[config.mk]
export PLATFORM = sky130hd
export DESIGN_NAME = wpi_irq
export DESIGN_NICKNAME = d
export VERILOG_FILES = /design/src/rtl/wpi_pkg.sv /design/src/rtl/wpi_datapath.sv /design/src/rtl/wpi_control.sv /design/src/rtl/wpi_irq.sv
export SDC_FILE = /design/constraint.sdc
export NUM_CORES = 1
export LEC_CHECK = 0
export CAP_MARGIN = 20
export CORE_MARGIN = 5
export CORE_UTILIZATION = 50
export DETAILED_ROUTE_END_ITERATION = 12
export GPL_TIMING_DRIVEN = 0
export PLACE_DENSITY = 0.94
export SLEW_MARGIN = 20
export SYNTH_ARGS = -nofsm -noshare
export SYNTH_HDL_FRONTEND = slang
export SYNTH_SLANG_ARGS = --single-unit
export TNS_END_PERCENT = 100
[constraint.sdc]
create_clock -name clk -period 6.4 [get_ports clk]
set_input_delay 0.64 -clock clk [delete_from_list [all_inputs] [get_ports clk]]
set_output_delay 0.64 -clock clk [all_outputs]
set_load 0.01 [all_outputs]
[src/rtl/wpi_pkg.sv]
package wpi_pkg;
  // strobes from control to the run counter
  typedef struct packed {
    logic step;   // extend the run by one
    logic clear;  // restart the run at zero
  } cntCmd_t;
endpackage

[src/rtl/wpi_datapath.sv]
module wpi_datapath
  import wpi_pkg::*;
#(
  parameter int DATA_W = 16,
  parameter int CNT_W  = 6
) (
  input  logic              clk,
  input  logic              rstN,
  input  logic [DATA_W-1:0] sample,
  input  logic [DATA_W-1:0] lowThr,
  input  logic [DATA_W-1:0] highThr,
  input  cntCmd_t           cmd,
  output logic              outOfRange,
  output logic [CNT_W-1:0]  runNext
);
  logic [CNT_W-1:0] runCnt;
  logic belowLow, aboveHigh, highLive;

  // low compare always applies; high compare only with a sane window
  assign belowLow   = sample < lowThr;
  assign aboveHigh  = sample > highThr;
  assign highLive   = lowThr <= highThr;
  assign outOfRange = belowLow | (highLive & aboveHigh);

  // saturating successor of the run count
  assign runNext = (runCnt == {CNT_W{1'b1}}) ? runCnt : runCnt + 1'b1;

  always_ff @(posedge clk or negedge rstN) begin
    if (!rstN)          runCnt <= '0;
    else if (cmd.clear) runCnt <= '0;
    else if (cmd.step)  runCnt <= runNext;
  end
endmodule

[src/rtl/wpi_control.sv]
module wpi_control
  import wpi_pkg::*;
#(
  parameter int CODE_W    = 4,
  parameter int CNT_W     = 6,
  parameter int LIN_CODES = 3,
  parameter int STEP      = 5
) (
  input  logic              clk,
  input  logic              rstN,
  input  logic              sampleValid,
  input  logic              irqClear,
  input  logic [CODE_W-1:0] persistCode,
  input  logic              outOfRange,
  input  logic [CNT_W-1:0]  runNext,
  output cntCmd_t           cmd,
  output logic              irqStatus
);
  logic [CNT_W-1:0] required;
  logic everyCycle, fire;

  // piecewise code scale: linear up to LIN_CODES, then STEP per code
  always_comb begin
    if (int'(persistCode) <= LIN_CODES)
      required = CNT_W'(int'(persistCode));
    else
      required = CNT_W'(STEP * (int'(persistCode) - LIN_CODES));
  end

  assign everyCycle = (persistCode == '0);
  assign fire = sampleValid & (everyCycle | (outOfRange & (runNext >= required)));

  assign cmd.step  = sampleValid & outOfRange;
  assign cmd.clear = irqClear | (sampleValid & ~outOfRange);

  // new event beats a simultaneous clear
  always_ff @(posedge clk or negedge rstN) begin
    if (!rstN)         irqStatus <= 1'b0;
    else if (fire)     irqStatus <= 1'b1;
    else if (irqClear) irqStatus <= 1'b0;
  end
endmodule

[src/rtl/wpi_irq.sv]
module wpi_irq
  import wpi_pkg::*;
#(
  parameter int DATA_W    = 16,
  parameter int CODE_W    = 4,
  parameter int LIN_CODES = 3,
  parameter int STEP      = 5
) (
  input  logic              clk,
  input  logic              rstN,
  input  logic [DATA_W-1:0] sample,
  input  logic              sampleValid,
  input  logic [DATA_W-1:0] lowThr,
  input  logic [DATA_W-1:0] highThr,
  input  logic [CODE_W-1:0] persistCode,
  input  logic              irqEnable,
  input  logic              irqClear,
  output logic              irqStatus,
  output logic              irqPinN
);
  localparam int MAX_REQ = STEP * ((1 << CODE_W) - 1 - LIN_CODES);
  localparam int CNT_W   = $clog2(MAX_REQ + 1);

  cntCmd_t          cmd;
  logic             outOfRange;
  logic [CNT_W-1:0] runNext;

  wpi_datapath #(.DATA_W(DATA_W), .CNT_W(CNT_W)) dp (
    .clk(clk), .rstN(rstN), .sample(sample), .lowThr(lowThr),
    .highThr(highThr), .cmd(cmd), .outOfRange(outOfRange), .runNext(runNext)
  );

  wpi_control #(.CODE_W(CODE_W), .CNT_W(CNT_W), .LIN_CODES(LIN_CODES), .STEP(STEP)) ctl (
    .clk(clk), .rstN(rstN), .sampleValid(sampleValid), .irqClear(irqClear),
    .persistCode(persistCode), .outOfRange(outOfRange), .runNext(runNext),
    .cmd(cmd), .irqStatus(irqStatus)
  );

  assign irqPinN = ~(irqStatus & irqEnable);
endmodule

## After elaboration in Yosys (flattened, before gate mapping)

Cells that the tools add are included.

- Register bits: 7
- Bits of input ports: 57
- Word-level logic and storage cells: 31
- Output and inout bits: 2

- Equal/unequal tests: 1
- $mul: 1
- Bitwise gates (word level): 11
- Reduce and logical (&&, ||, !) cells: 3
- Muxes and demuxes: 6
- Magnitude comparators: 5
- $add $sub $neg: 2

Operator list:

| cell | count |
|---|---|
| 4-bit by 32-bit multiplier with 6-bit output, first input constant | 1 |
| 6-bit 2-to-1 mux | 4 |
| 16-bit greater-than comparator | 1 |
| 16-bit <= comparator | 1 |
| 16-bit less-than comparator | 1 |
| 6-bit by 1-bit adder with 6-bit output, second input constant | 1 |
| 1-bit AND | 6 |
| 6-bit equality test, second input constant | 1 |
| 6-bit greater-or-equal comparator | 1 |
| 4-bit by 2-bit subtractor with 5-bit output, second input constant | 1 |
| 4-bit by 2-bit <= comparator with 1-bit output, second input constant | 1 |
| 4-bit zero test | 1 |
| 2-bit nonzero test | 2 |
| 1-bit bitwise OR | 3 |
| 1-bit 2-to-1 mux | 2 |
| 1-bit inverter | 2 |

## Longest topological paths before layout

- Depth after elaboration: 8
- Mapped depth: 13
- Depth with buffers taken out: 12

## By module

A second synthesis with hierarchy kept.

- Cells, all modules: 239
- Area total of the unflattened synthesis: 1,931.9 um^2

Modules (own cells, without submodules):

| module | cells an instance | times used | seq. area each (um^2) | area an instance (um^2) |
|---|---|---|---|---|
| wpi_datapath | 185 | 1 | 150.1 | 1,502.7 |
| wpi_control | 53 | 1 | 25.0 | 425.4 |
| wpi_irq | 1 | 1 | 0.0 | 3.8 |

## Least setup slack after synthesis

Ideal clock, no wire load.

- Path type: input -> register
- Start point: input port persistCode[2]
- End point: register ctl.irqStatus
- Setup time: 0.127 ns
- Required time: 6.273 ns
- Cell stages on the path: 13
- Path buffers: 1
- Slack: 3.297 ns
- Arrival time: 2.976 ns
- Cell sequence: clkbuf_1 -> a21oi_1 -> xor2_1 -> ha_1 -> ha_1 -> fa_1 -> xor2_1 -> nor3b_1 -> a21oi_1 -> ha_1 -> a21oi_1 -> o22ai_1 -> a2bb2oi_1

- Word-level cells in the longest chain between the ends: 8
- Elaborated cells between the ends (all ways): 11
- Those cells by class: add/sub: 1; mul: 1; order compare: 2; mux: 2; bitwise: 3; reduce/logical: 2

Ends and longest elaborated chain:

| what | line | source |
|---|---|---|
| start, declared | wpi_irq.sv:15 | `input logic [CODE_W-1:0] persistCode,` |
| 4-bit by 2-bit subtractor with 5-bit output | wpi_control.sv:27 | `required = CNT_W'(STEP * (int'(persistCode) - LIN_CODES));` |
| 4-bit by 32-bit multiplier with 6-bit output | wpi_control.sv:27 |  |
| 6-bit 2-to-1 mux | wpi_control.sv:24 | `if (int'(persistCode) <= LIN_CODES)` |
| 6-bit greater-or-equal comparator | wpi_control.sv:31 | `assign fire = sampleValid & (everyCycle \| (outOfRange & (runNext >= required)));` |
| 1-bit AND | wpi_control.sv:31 |  |
| 1-bit bitwise OR * | wpi_control.sv:31 |  |
| 1-bit AND * | wpi_control.sv:31 |  |
| 1-bit 2-to-1 mux or 2-bit nonzero test (tied branches) | n/a |  |
| end signal, assigned | wpi_control.sv:38 | `if (!rstN) irqStatus <= 1'b0;` |
| end signal, assigned | wpi_control.sv:39 | `else if (fire) irqStatus <= 1'b1;` |
| end signal, assigned | wpi_control.sv:40 | `else if (irqClear) irqStatus <= 1'b0;` |
| end, declared | wpi_control.sv:17 | `output logic irqStatus` |

Every way passes the cells marked *; elsewhere a longest branch is shown, timed or not.
A chain may end at the register's enable or synchronous reset.

## Final worst setup path

- Start point: input port persistCode[0]
- End point: register ctl.irqStatus

Same word-level chain as after synthesis.

==> metrics.md <==
| Metric | Value |
|---|---|
| Status | `finished, final reports clean` |
| I/O pin count | `59` |
| Clk buf depth | `2` |
| Overall Global Routing Usage | `0.201` |
| Routed WL | `5080 um` |
| Initial Utilization | `0.524` |
| Grt ovf | `0` |
| Synth Instances | `249` |
| Post-route design area | `2630 um^2` |
| Synth Area in Simple Gates | `0.182` |
| # setup viols final | `0` |
| Vias in the first global route | `2085` |
| F_max | `288 MHz` |
| Syn. warnings | `0` |
| Synthesized area per cell | `7.87 um^2` |
| Core box area | `3740 um^2` |
| Die area | `5270 um^2` |
| DR pass1 iterations | `4` |
| Synth-to-layout area growth | `34.0%` |
| Antenna violations before repair | `0` |
| Setup TNS | `0 ps` |
| Area of the multi-input gates | `1620 um^2` |
| Final #Nets | `428` |
| Start point of the worst hold path | `dp.runCnt[1]$_DFFE_PN0P_` |
| Worst R2R Start | `dp.runCnt[0]$_DFFE_PN0P_` |
| Clock transition at the registers of the reported paths | `roughly 40 ps` |
| Final GP Congestion | `0.878` |
| Post-Synth XOR/XNOR Area | `0.0357` |
| Placed wire-length estimate | `4550 um` |
| Sequential-to-total area share from yosys stat | `0.0893` |
| Fin cells | `357` |
| RSZ-0062 raised after global routing | `no` |
| Peak VDD IR | `approximately 0.000052 V` |
| PD cells | `104 nW/um^2` |
| Internal Power | `0.174 mW` |
| Class of the worst hold path | `reg2reg` |
| Reg power frac | `0.181` |
| Post-CTS setup buffers | `0` |
| Synth Area in Compound Gates | `0.195` |
| Crit. End Element | `flop` |
| CTS tree | `yes` |
| Flop2flop setup slack | `3720 ps` |
| Vias per cell | `5.59` |
| Post-route ant nets | `0` |
| Crit share post-route | `0.543` |
| Hold-fix buffers, CTS | `0` |
| WP data required | `between 6000 and 7000 ps` |
| Crit path time final | `3480 ps` |
| Die Span X | `~73 um` |
| Root Driver | `clkbuf_8` |
| Largest net degree at the start of global routing | `11` |
| Flops & latches, synth | `7` |
| Initial drt markers | `79` |
| Post-DP Area | `approximately 2600 um^2` |
| Ys flop type | `dfrtp_1` |
| CTS H-Tree Depth | `1` |
| FF-to-FF End | `ctl.irqStatus$_DFFE_PN0P_` |
| Clock share of power | `0.234` |
| Antenna diodes | `0` |
| Worst-margin pin slew | `737 ps` |
| DR WL/cell | `14.2 um` |
| Synthesized netlist net count | `~370` |
| Clock skew | `between 0.3 and 0.4 ps` |
| Distinct cells, synth | `40` |
| Post-CTS sizing | `0` |
| First-pass GRT wire length | `8490 um` |
| Crit Path Class | `in2reg` |
| TritonCTS buffer count | `3` |
| Skew-Pair Late Insertion Delay | `between 200 and 250 ps` |
| WHS Path Cells | `2` |
| Die Ht | `72.6 um` |
| Max-cap violations | `0` |
| Via Count | `1996` |
| Ratio of cells with drive above 1 in the final layout | `0.0259` |
| # DRC | `0` |
| FF-to-FF path depth | `11` |
| CP Max Fanout | `4` |
| Worst Path Arrival | `3630 ps` |
| Largest family of logic cells by synthesized area | `adder cells` |
| Final Util | `0.702` |
| LEAKAGE | `roughly 1.3 nW` |
| Max-slew violation count | `0` |
| Net Sw Frac | `0.362` |
| Comb pwr share | `0.585` |
| Slew margin rel. | `0.504` |
| Core Rows | `22` |
| PortBufs | `56` |
| Filler instances | `311` |
| Final Hold Fails | `0` |
| Worst min-delay path endpoint | `dp.runCnt[1]$_DFFE_PN0P_` |
| Post-synthesis async set-or-reset flop share | `1.00` |
| Mapped Area | `1960 um^2` |
| Post-Synth Adder-Cell Area | `0.393` |
| Register area | `175 um^2` |
| Placed Cells | `about 350` |
| Mux share of post-synthesis cell area | `0.0211` |
| Clock sinks | `7` |
| Number of flops mapped to enable cells by yosys | `0` |
| Startpoint types | `input port` |
| Switching pwr | `roughly 0.099 mW` |
routing by layer:
layer | global-route usage | vias up | wire, um
li1 | - | 1021 | -
met1 | 0.222 | 895 | 2090
met2 | 0.359 | 68 | 2570
met3 | 0.0468 | 12 | 336
met4 | 0.0963 | 0 | 79
met5 | 0 | - | 0
cell usage in the layout, fill, tap and decap left out, types with 4 or more instances in the layout:
| cell type | synthesis | routed |
|---|---|---|
| nor2_1 | 7 | 7 |
| xnor2_1 | 5 | 5 |
| nand2b_1 | 5 | 5 |
| nand4_1 | 9 | 9 |
| o311ai_0 | 4 | 4 |
| nand3b_1 | 5 | 5 |
| a21o_1 | 5 | 5 |
| nand2_1 | 16 | 16 |
| inv_1 | 41 | 41 |
| dfrtp_1 | 7 | 7 |
| a21oi_1 | 23 | 23 |
| o21ai_0 | 11 | 11 |
| nand3_1 | 10 | 10 |
| ha_1 | 60 | 60 |
| nor3_1 | 5 | 5 |
| clkdlybuf4s50_1 | 0 | 56 |
worst max-delay path by stage:
stage / endpoint / slack (ps) / startpoint
after floorplan: ctl.irqStatus$_DFFE_PN0P_ / 3300 / persistCode[2]
after global placement: ctl.irqStatus$_DFFE_PN0P_ / 2750 / persistCode[0]
after detailed placement: ctl.irqStatus$_DFFE_PN0P_ / 2690 / persistCode[0]
after CTS: ctl.irqStatus$_DFFE_PN0P_ / 2930 / persistCode[0]
after global routing: ctl.irqStatus$_DFFE_PN0P_ / 2740 / persistCode[0]
final: ctl.irqStatus$_DFFE_PN0P_ / 2920 / persistCode[0]
power by group through the flow:
stage | logic (mW) | registers [mW] | clock network (mW)
6_report | 0.159 | 0.0492 | 0.0638
5_1_grt | 0.179 | 0.0497 | 0.0680
4_1_cts | 0.159 | 0.0492 | 0.0636
3_5_place_dp | 0.157 | 0.0497 | 0
3_3_place_gp | 0.149 | 0.0497 | 0
2_1_floorplan | 0.0907 | 0.0498 | 0
synthesized netlist by cell type, types with 3 or more instances:
master | count | area, um^2
o311ai_0 | 4 | 35.0
nand2_1 | 16 | 60.1
xor2_1 | 3 | 26.3
xnor2_1 | 5 | 43.8
nor2b_1 | 3 | 18.8
and2_1 | 3 | 18.8
nor3_1 | 5 | 25.0
inv_1 | 41 | 154
a21o_1 | 5 | 37.5
nor2_1 | 7 | 26.3
nand3b_1 | 5 | 37.5
o21ai_0 | 11 | 55.1
nand2b_1 | 5 | 31.3
dfrtp_1 | 7 | 175
a21oi_1 | 23 | 115
nand3_1 | 10 | 50.1
nand4_1 | 9 | 56.3
ha_1 | 60 | 751
mux2i_1 | 3 | 30.0
per-stage QoR:
step           total power, mW  worst slack [ps]  hold WS [ps]
2_1_floorplan            0.141              3300           344
3_3_place_gp             0.199              2750           542
3_5_place_dp             0.207              2690           552
4_1_cts                  0.272              2930           566
5_1_grt                  0.297              2740           603
6_report                 0.272              2920           577
logic make-up after synthesis:
| family | count (synthesis) |
|---|---|
| compound gates | 57 |
| mux | 4 |
| buf+inv | 44 |
| flops | 7 |
| xor+xnor | 8 |
| simple gates | 68 |
| fa+ha+maj | 61 |
worst max-delay path, stage by stage:
cell             delay (ps)
clkdlybuf4s50_1         560
inv_1                    90
ha_1                    330
ha_1                    290
ha_1                    210
fa_1                    370
xor2_1                  180
nor3b_1                 180
a21oi_1                  70
ha_1                    300
nand3_1                  80
o22ai_1                 170
a2bb2oi_1               170
sequential cells by signal (all words and copies together), names as in the netlist:
name and cells:
dp.runCnt 6, ctl.irqStatus 1
area by class of cell:
class,count,area share
well taps,48,0.0229
multi-input cells,198,0.617
inverters,41,0.0586
repair buffers,56,0.213
clock buffers,4,0.0172
flip-flops and latches,7,0.0667
plain buffers,3,0.00429
Note: power is estimated with default switching activity, not from simulation.
